File: config.mk
export PLATFORM = sky130hd
export DESIGN_NAME = serial_rx_flags
export DESIGN_NICKNAME = d
export VERILOG_FILES = /design/src/rtl/srx_pkg.sv /design/src/rtl/srx_sync.sv /design/src/rtl/srx_deser.sv /design/src/rtl/srx_idle.sv /design/src/rtl/serial_rx_flags.sv
export SDC_FILE = /design/constraint.sdc
export NUM_CORES = 1
export LEC_CHECK = 0
export ABC_AREA = 0
export BUFFER_PORTS_ARGS = -buffer_cell sky130_fd_sc_hd__buf_2
export CORE_ASPECT_RATIO = 0.7
export CORE_MARGIN = 3
export CORE_UTILIZATION = 47
export CTS_CLUSTER_SIZE = 28
export DETAILED_ROUTE_END_ITERATION = 8
export PLACE_DENSITY = 0.65
export SYNTH_ARGS = -nofsm -noshare
export SYNTH_HDL_FRONTEND = slang
export SYNTH_SLANG_ARGS = --single-unit
File: constraint.sdc
create_clock -name clk -period 3.5 [get_ports clk]
set_clock_uncertainty 0.2 [all_clocks]
set_input_delay 0.7 -clock clk [delete_from_list [all_inputs] [get_ports clk]]
set_output_delay 0.7 -clock clk [all_outputs]
set_load 0.005 [all_outputs]
File: src/rtl/srx_pkg.sv
package srx_pkg;

  typedef enum logic [1:0] {
    ST_HUNT  = 2'd0,
    ST_START = 2'd1,
    ST_DATA  = 2'd2,
    ST_STOP  = 2'd3
  } rx_state_t;

  // value of a bit from three samples
  function automatic logic maj3(input logic [2:0] s);
    return (s[0] & s[1]) | (s[0] & s[2]) | (s[1] & s[2]);
  endfunction

  // samples that do not all agree
  function automatic logic split3(input logic [2:0] s);
    return (s != 3'b000) && (s != 3'b111);
  endfunction

endpackage

File: src/rtl/srx_sync.sv
module srx_sync #(
  parameter int STAGES = 2
) (
  input  logic clk,
  input  logic rst_n,
  input  logic din,
  output logic dout
);

  logic [STAGES-1:0] q;

  generate
    if (STAGES == 1) begin : g_single
      always_ff @(posedge clk or negedge rst_n) begin
        if (!rst_n) q <= '1;
        else        q <= din;
      end
    end else begin : g_chain
      always_ff @(posedge clk or negedge rst_n) begin
        if (!rst_n) q <= '1;
        else        q <= {q[STAGES-2:0], din};
      end
    end
  endgenerate

  assign dout = q[STAGES-1];

endmodule

File: src/rtl/srx_deser.sv
module srx_deser
  import srx_pkg::*;
#(
  parameter int OVS    = 16,
  parameter int DATA_W = 9
) (
  input  logic              clk,
  input  logic              rst_n,
  input  logic              tick,
  input  logic              rxs,
  input  logic              word9,
  output logic              done,
  output logic [DATA_W-1:0] dout,
  output logic              d_noise,
  output logic              d_frame
);

  localparam int PW = $clog2(OVS);
  localparam int BW = $clog2(DATA_W + 1);
  localparam logic [PW-1:0] PH_A   = PW'(OVS/2 - 1);
  localparam logic [PW-1:0] PH_B   = PW'(OVS/2);
  localparam logic [PW-1:0] PH_C   = PW'(OVS/2 + 1);
  localparam logic [PW-1:0] PH_END = PW'(OVS - 1);
  localparam logic [BW-1:0] IDX_LONG  = BW'(DATA_W - 1);
  localparam logic [BW-1:0] IDX_SHORT = BW'(DATA_W - 2);

  rx_state_t         st;
  logic [PW-1:0]     ph;
  logic [BW-1:0]     bitn;
  logic [1:0]        smp;
  logic [DATA_W-1:0] shr;
  logic              nacc;
  logic              last;
  logic              w9;

  logic [2:0] trio;
  logic       bit_v;
  logic       bit_n;
  logic [BW-1:0] idx_end;

  always_comb begin
    trio    = {smp, rxs};
    bit_v   = maj3(trio);
    bit_n   = split3(trio);
    idx_end = w9 ? IDX_LONG : IDX_SHORT;
  end

  always_ff @(posedge clk or negedge rst_n) begin
    if (!rst_n) begin
      st      <= ST_HUNT;
      ph      <= '0;
      bitn    <= '0;
      smp     <= '0;
      shr     <= '0;
      nacc    <= 1'b0;
      last    <= 1'b1;
      w9      <= 1'b0;
      done    <= 1'b0;
      dout    <= '0;
      d_noise <= 1'b0;
      d_frame <= 1'b0;
    end else begin
      done <= 1'b0;
      if (tick) begin
        last <= rxs;
        if (st == ST_HUNT) begin
          if (last && !rxs) begin
            st   <= ST_START;
            ph   <= '0;
            nacc <= 1'b0;
            w9   <= word9;
          end
        end else begin
          ph <= (ph == PH_END) ? '0 : ph + 1'b1;
          if (ph == PH_A || ph == PH_B) smp <= {smp[0], rxs};
          if (ph == PH_C) begin
            case (st)
              ST_START: begin
                if (bit_v) begin
                  st <= ST_HUNT;
                end else begin
                  nacc <= bit_n;
                  bitn <= '0;
                  st   <= ST_DATA;
                end
              end
              ST_DATA: begin
                shr  <= {bit_v, shr[DATA_W-1:1]};
                nacc <= nacc | bit_n;
                bitn <= bitn + 1'b1;
                if (bitn == idx_end) st <= ST_STOP;
              end
              ST_STOP: begin
                done    <= 1'b1;
                dout    <= w9 ? shr : {1'b0, shr[DATA_W-1:1]};
                d_noise <= nacc | bit_n;
                d_frame <= !bit_v;
                st      <= ST_HUNT;
              end
              default: st <= ST_HUNT;
            endcase
          end
        end
      end
    end
  end

  // a finished character is only reported on the cycle after a tick
  AST_DONE_AFTER_TICK: assert property (@(posedge clk) disable iff (!rst_n)
    done |-> $past(tick));

  // leaving the start check always follows a decision tick
  AST_START_DECIDED: assert property (@(posedge clk) disable iff (!rst_n)
    ($past(st) == ST_START && st != ST_START) |-> $past(tick));

endmodule

File: src/rtl/srx_idle.sv
module srx_idle #(
  parameter int OVS        = 16,
  parameter int SHORT_BITS = 10
) (
  input  logic clk,
  input  logic rst_n,
  input  logic tick,
  input  logic rxs,
  input  logic word9,
  input  logic char_done,
  output logic idle_hit
);

  localparam int LIM_S = OVS * SHORT_BITS;
  localparam int LIM_L = OVS * (SHORT_BITS + 1);
  localparam int CW    = $clog2(LIM_L + 1);
  localparam logic [CW-1:0] TOP_S = CW'(LIM_S - 1);
  localparam logic [CW-1:0] TOP_L = CW'(LIM_L - 1);
  localparam logic [CW-1:0] SAT   = CW'(LIM_L);

  logic [CW-1:0] run;
  logic          armed;
  logic [CW-1:0] top;
  logic          seen;

  assign top = word9 ? TOP_L : TOP_S;

  always_ff @(posedge clk or negedge rst_n) begin
    if (!rst_n) begin
      run      <= '0;
      armed    <= 1'b0;
      idle_hit <= 1'b0;
    end else begin
      idle_hit <= 1'b0;
      if (tick) begin
        if (!rxs) begin
          run <= '0;
        end else if (run != SAT) begin
          run <= run + 1'b1;
          if (run == top && armed) begin
            idle_hit <= 1'b1;
            armed    <= 1'b0;
          end
        end
      end
      if (char_done) armed <= 1'b1;
    end
  end

  // watch: at most one idle report per received character
  always_ff @(posedge clk or negedge rst_n) begin
    if (!rst_n) seen <= 1'b0;
    else        seen <= (seen | idle_hit) & ~char_done;
  end

  AST_IDLE_ONCE: assert property (@(posedge clk) disable iff (!rst_n)
    idle_hit |-> !seen);

  AST_IDLE_LINE_HIGH: assert property (@(posedge clk) disable iff (!rst_n)
    idle_hit |-> $past(rxs) && $past(tick));

endmodule

File: src/rtl/serial_rx_flags.sv
module serial_rx_flags
  import srx_pkg::*;
#(
  parameter int OVS             = 16,
  parameter int DATA_W          = 9,
  parameter int SHORT_IDLE_BITS = 10,
  parameter int SYNC_STAGES     = 2
) (
  input  logic              clk,
  input  logic              rst_n,
  input  logic              tick16,
  input  logic              rx,
  input  logic              word9,
  input  logic              ie_full,
  input  logic              ie_overrun,
  input  logic              ie_idle,
  input  logic              stat_rd,
  input  logic              out_ready,
  output logic              out_valid,
  output logic [DATA_W-1:0] out_data,
  output logic              flag_overrun,
  output logic              flag_noise,
  output logic              flag_frame,
  output logic              flag_idle,
  output logic              irq
);

  logic              rxs;
  logic              done;
  logic [DATA_W-1:0] d_data;
  logic              d_noise;
  logic              d_frame;
  logic              idle_hit;

  srx_sync #(.STAGES(SYNC_STAGES)) u_sync (
    .clk  (clk),
    .rst_n(rst_n),
    .din  (rx),
    .dout (rxs)
  );

  srx_deser #(.OVS(OVS), .DATA_W(DATA_W)) u_deser (
    .clk    (clk),
    .rst_n  (rst_n),
    .tick   (tick16),
    .rxs    (rxs),
    .word9  (word9),
    .done   (done),
    .dout   (d_data),
    .d_noise(d_noise),
    .d_frame(d_frame)
  );

  srx_idle #(.OVS(OVS), .SHORT_BITS(SHORT_IDLE_BITS)) u_idle (
    .clk      (clk),
    .rst_n    (rst_n),
    .tick     (tick16),
    .rxs      (rxs),
    .word9    (word9),
    .char_done(done),
    .idle_hit (idle_hit)
  );

  logic              full_q;
  logic [DATA_W-1:0] data_q;
  logic              ovr_q, noise_q, frame_q, idle_q, arm_q;
  logic              take, load, ovr_set, clr;

  always_comb begin
    take    = full_q && out_ready;
    load    = done && (!full_q || take);
    ovr_set = done && full_q && !take;
    clr     = arm_q && out_ready;
  end

  always_ff @(posedge clk or negedge rst_n) begin
    if (!rst_n) begin
      full_q  <= 1'b0;
      data_q  <= '0;
      ovr_q   <= 1'b0;
      noise_q <= 1'b0;
      frame_q <= 1'b0;
      idle_q  <= 1'b0;
      arm_q   <= 1'b0;
    end else begin
      if (load)      full_q <= 1'b1;
      else if (take) full_q <= 1'b0;
      if (load) data_q <= d_data;
      ovr_q   <= (ovr_q   & ~clr) | ovr_set;
      noise_q <= (noise_q & ~clr) | (load & d_noise);
      frame_q <= (frame_q & ~clr) | (load & d_frame);
      idle_q  <= (idle_q  & ~clr) | idle_hit;
      arm_q   <= stat_rd | (arm_q & ~out_ready);
    end
  end

  assign out_valid    = full_q;
  assign out_data     = data_q;
  assign flag_overrun = ovr_q;
  assign flag_noise   = noise_q;
  assign flag_frame   = frame_q;
  assign flag_idle    = idle_q;
  assign irq = (full_q & ie_full) | (ovr_q & ie_overrun) | (idle_q & ie_idle);

  AST_NOISE_WITH_FULL: assert property (@(posedge clk) disable iff (!rst_n)
    $rose(flag_noise) |-> out_valid && $past(done));

  AST_FRAME_WITH_FULL: assert property (@(posedge clk) disable iff (!rst_n)
    $rose(flag_frame) |-> out_valid && $past(done));

  AST_VALID_HELD: assert property (@(posedge clk) disable iff (!rst_n)
    (out_valid && !out_ready) |=> out_valid && $stable(out_data));

  AST_OVERRUN_KEEPS: assert property (@(posedge clk) disable iff (!rst_n)
    (done && out_valid && !out_ready) |=> flag_overrun && out_valid && $stable(out_data));

  AST_IRQ_SOURCE: assert property (@(posedge clk) disable iff (!rst_n)
    irq |-> (out_valid || flag_overrun || flag_idle));

endmodule

Yosys cells after proc, flatten, opt, wreduce, memory -nomap -nowiden

Index checks and enable logic that the tools add are counted.
W data, S select, Z words.

Flip-flop bits (word level): 63
Output and inout bits: 15

Add/sub/neg operators: 3
Eq/ne operators: 16
Multiplexer cells: 36
Bitwise gates (word level): 26
Reductions and logical operators: 34

Operator list:

| cell                  | number |
|---|---|
| $mux W4               | 5 |
| $mux W1               | 19 |
| $mux W8               | 2 |
| $reduce_and A4 Y1     | 4 |
| $reduce_bool A2 Y1    | 7 |
| $and A1 B1 Y1         | 13 |
| $eq A4 B4 Y1 const B  | 3 |
| $mux W2               | 5 |
| $or A1 B1 Y1          | 10 |
| $reduce_and A5 Y1     | 2 |
| $mux W9               | 1 |
| $add A4 B1 Y4 const B | 2 |
| $add A8 B1 Y8 const B | 1 |
| $eq A8 B8 Y1          | 1 |
| $logic_and A1 B1 Y1   | 8 |
| $ne A8 B8 Y1 const B  | 1 |
| $pmux W4 S2           | 1 |
| $mux W6               | 1 |
| $ne A3 B3 Y1 const B  | 2 |
| $reduce_and A3 Y1     | 2 |
| $reduce_bool A3 Y1    | 2 |
| $eq A2 B2 Y1 const B  | 2 |
| $eq A4 B3 Y1 const B  | 1 |
| $eq A4 B4 Y1          | 1 |
| 11 further kinds      | 19 |

Longest topological paths before layout

Depth after elaboration: 8
Depth in mapped cells: 8
Gate-level depth less buffers: 6

Hierarchy

A second synthesis with hierarchy kept.

Cells, all modules: 267
Area total of the unflattened synthesis: 3047.9 um^2

By module, submodules not included:

| module          | instances | cells an instance | area each (um^2) | seq. area each (um^2) |
|---|---|---|---|---|
| srx_deser       | 1         | 161               | 1774.2           | 902.1 |
| serial_rx_flags | 1         | 42                | 633.1            | 375.4 |
| srx_idle        | 1         | 62                | 588.1            | 250.2 |
| srx_sync        | 1         | 2                 | 52.6             | 52.6 |

Worst setup path after synthesis

OpenSTA, ideal clock, no wires.

Path type: reg-to-reg
Start point: register u_deser.st[1]
End point: register u_deser.shr[0]
Library setup time: 0.125 ns
Arrival time: 1.654 ns
Data required time: 3.175 ns
Path slack: 1.521 ns
Cell stages (with the launch flop): 7
Buffers on the path: 1
Clock period less this slack: 1.979 ns
Cells stage by stage: dfrtp_1 -> inv_1 -> ha_1 -> and2b_1 -> nand3_1 -> buf_2 -> mux2_2

Word-level cells in the longest chain between the ends: 3
Elaborated cells between the ends (all ways): 4
Classes of those cells: eq/ne: 1; bitwise: 1; reduce/logical: 2

RTL lines:

| item                            | RTL line        | text |
|---|---|---|
| start, declared                 | srx_deser.sv:27 | `rx_state_t st;` |
| start signal, assigned          | srx_deser.sv:50 | `st <= ST_HUNT;` |
| start signal, assigned          | srx_deser.sv:68 | `st <= ST_START;` |
| start signal, assigned          | srx_deser.sv:80 | `st <= ST_HUNT;` |
| $logic_not A2 Y1                | srx_deser.sv:66 | `if (st == ST_HUNT) begin` |
| $not A1 Y1 (no line)            | --              |  |
| $reduce_and A4 Y1 (no line) (*) | --              |  |
| end signal, assigned            | srx_deser.sv:88 | `shr <= {bit_v, shr[DATA_W-1:1]};` |
| end, declared                   | srx_deser.sv:31 | `logic [DATA_W-1:0] shr;` |

Mark *: on every way between the ends. The rest lies on a longest branch, timed or not.
A chain may end at the register's enable or synchronous reset.

Worst setup path in the final report

Start point: register u_deser.st[0]
End point: register u_deser.bitn[3]

Word-level cells in the longest chain between the ends: 3
Elaborated cells between the ends (all ways): 8
Classes of those cells: eq/ne: 3; mux: 1; bitwise: 1; reduce/logical: 3

RTL lines:

| item                                           | RTL line        | text |
|---|---|---|
| $eq A2 B1 Y1 (tied with other cells)           | srx_deser.sv:77 | `case (st)` |
| $ne A2 B2 Y1 (no line) (tied with other cells) | --              |  |
| $reduce_and A5 Y1 (no line)                    | --              |  |
| end signal, assigned                           | srx_deser.sv:90 | `bitn <= bitn + 1'b1;` |
| end, declared                                  | srx_deser.sv:29 | `logic [BW-1:0] bitn;` |

Several ways; a longest one is shown, not always the timed one.

==> results.json <==
{
  "outcome": "finished clean",
  "cp_max_fo": 11,
  "numCtsBuffers": 9,
  "num_rows": 23,
  "ys_ff_latch": 63,
  "ff2ff_path_depth": 6,
  "slew_viol_final": 0,
  "hp-class": "in -> async",
  "power.share.sequential": 0.508,
  "cts_root_buffer": "clkbuf_8",
  "tns_ns": 0,
  "worstPathRequired_ns": 3.58,
  "wl_um": 5720,
  "cts_tree": "yes",
  "post_cts_buffers": 0,
  "clock_sinks": 63,
  "grt_pass1_wl_um": 10100,
  "initial_core_util": 0.507,
  "die-area_um2": 7480,
  "p_sw_frac": 0.276,
  "ir_drop_mv": 0.213,
  "htreeDepth": 3,
  "dpl.hpwl_um": 4060,
  "ys_warn_count": 0,
  "drt-vias-per-instance": 5.63,
  "fin_crit_ns": 2.58,
  "setup_viol": 0,
  "yosysSeqAreaShare": 0.520,
  "worst_slack_ns": 0.924,
  "gr-total-overflow": 0,
  "internal_power_mw": 1.20,
  "syn2layout_area_growth_pct": 12.2,
  "port_buffers": 24,
  "clockBufferDepth": 2,
  "netlist_instances": 269,
  "antenna_found_initial": 0,
  "multi_input_area_um2": 1340,
  "dieHeight_um": 73.3,
  "p_comb_frac": 0.108,
  "coreArea_um2": 5990,
  "drc": 0,
  "ant_nets": 0,
  "ys_async_sr_fraction": 1.00,
  "nFillCells": 524,
  "hold_violations": 0,
  "diodes": 0,
  "worstSetupPathType": "reg -> reg",
  "postCtsHoldBufs": 0,
  "ios": 25,
  "mostFrequentLayoutCells": "dfrtp_1 (60), buf_2 (24), mux2_2 (22)",
  "worstMarginPinSlew_ns": 0.783,
  "clk_latency_ns": 0.34,
  "clock_power_share": 0.385,
  "die_w_um": 102,
  "grt_pass1_vias": 2047,
  "syn-cell-area_um2": 3040,
  "drt_first_pass_iters": 4,
  "ctsResizeCount": 0,
  "regArea_um2": 1580,
  "grtUsageTotal": 0.176,
  "end_kind": "flip-flop",
  "critPathArrivalTime_ns": 2.65,
  "synth_cell_types": 54,
  "powerDensity_nw_per_um2": 485,
  "place_ws_ns": 0.979,
  "drv_cap": 0,
  "ys_dominant_reg_cell": "dfrtp_1",
  "finalNetCount": 318,
  "drive_above_1_share": 0.246,
  "clock.fmax_mhz": 388,
  "p_leak_nw": 1.67,
  "wl_per_cell_um": 15.2,
  "mostFrequentLayoutCell": "dfrtp_1",
  "path_clk_slew_ns": 0.08,
  "p_switching_mw": 0.456,
  "max-slew-margin-rel": 0.478,
  "synth_area_per_cell_um2": 11.3,
  "start_kind": "flip-flop",
  "drt-initial-drc-count": 78,
  "synth_edf_count": 0,
  "vias": 2117,
  "min_period_over_period": 0.736,
  "grt_start_max_net_pins": 29,
  "syn_nets": 291,
  "gp_congestion": 0.884,
  "rsz0062_at_grt": "false"
}
[path summary, 6_finish.rpt]
path | start | endpoint | slack, ns
max in group asynchronous | rst_n | u_deser.shr[1]$_DFFE_PN0P_ | 2.26
setup / recovery | u_deser.st[0]$_DFFE_PN0P_ | u_deser.bitn[3]$_DFFE_PN0P_ | 0.92
min in group clk | u_sync.q[0]$_DFF_PN1_ | u_sync.q[1]$_DFF_PN1_ | 0.16
hold reg to reg | u_sync.q[0]$_DFF_PN1_ | u_sync.q[1]$_DFF_PN1_ | 0.16
hold / removal | rst_n | u_deser.smp[1]$_DFFE_PN0P_ | 0.11
setup reg to reg | u_deser.st[0]$_DFFE_PN0P_ | u_deser.bitn[3]$_DFFE_PN0P_ | 0.92
[synth_stat cells (all sizes together) (2+ instances only)]
cell    instances  area [µm²]
nand3b          5        37.5
and3            3        18.8
a21oi          20         100
clkbuf          3        11.3
and2            2        15.0
o41ai           2        17.5
and3b           3        27.5
dfstp           3        78.8
a211oi          2        15.0
nor4            4        25.0
a22o            4        35.0
o31ai           2        15.0
and2b           2        16.3
a21o            6        45.0
nand2b          2        12.5
a32o            3        30.0
nor2           17        63.8
ha             12         150
nor3            3        15.0
a211o           3        28.8
inv            16        60.1
mux2i           9        90.1
o21ai          12        60.1
nand4b          2        17.5
buf             7        50.1
dfrtp          60        1500
mux2           22         248
nand2          11        41.3
nand3          11        55.1
[power groups by stage]
stage / Sequential (mW) / Combinational [mW] / Clock (mW)
final: 0.839 / 0.178 / 0.636
after detailed placement: 0.852 / 0.181 / 0
after CTS: 0.839 / 0.181 / 0.658
after floorplan: 0.831 / 0.141 / 0
after global routing: 0.851 / 0.205 / 0.694
after global placement: 0.850 / 0.178 / 0
[through the flow]
step	total power [mW]	instances	cell area [µm²]	hold WS, ns	utilization
floorplan	0.971	269	3040	0.145	-
global placement	1.03	360	3200	0.146	0.535
detailed placement	1.03	360	3200	0.148	0.535
CTS	1.68	376	3410	0.113	0.569
global route	1.75	376	3410	0.121	0.569
finish	1.65	376	3410	0.108	0.569
[area by class of cell]
type	instances	area share
clock buffer	9	0.0363
clock inverter	7	0.0235
inverter	16	0.0176
multi-input combinational	180	0.392
sequential	63	0.464
tap	75	0.0275
timing repair buffer	26	0.0396
[critical path: stages (launching register included)]
cell and delay [ns]:
dfrtp_1 0.44, inv_1 0.13, ha_1 0.31, and2b_1 0.34, nand3_1 0.41, o41ai_1 0.53, a211o_1 0.15
[flip-flops by register name, indices dropped and copies added (netlist names), 2 cells and up]
register	count
u_idle.run	8
u_deser.shr	9
u_sync.q	2
u_deser.ph	4
out_data	9
u_deser.smp	2
u_deser.st	2
u_deser.dout	9
u_deser.bitn	4
[per-layer routing]
layer  vias up  global-route usage  share of wire
met2        53               0.253           0.43
met1      1032               0.256           0.51
li1       1025                   -              -
met4         0              0.0524          0.013
met3         7              0.0541          0.048
met5         -                   0              0
[logic make-up after synthesis]
kind of cell	Yosys count	share of synthesized area
adder cells (fa/ha/maj)	13	0.0532
buffers and inverters	26	0.0400
AO/OA/AOI/OAI	63	0.140
AND/OR/NAND/NOR	71	0.129
flip-flops	63	0.520
XOR/XNOR	2	0.00577
multiplexers	31	0.111
No activity file was read; power rests on OpenSTA's default activity.
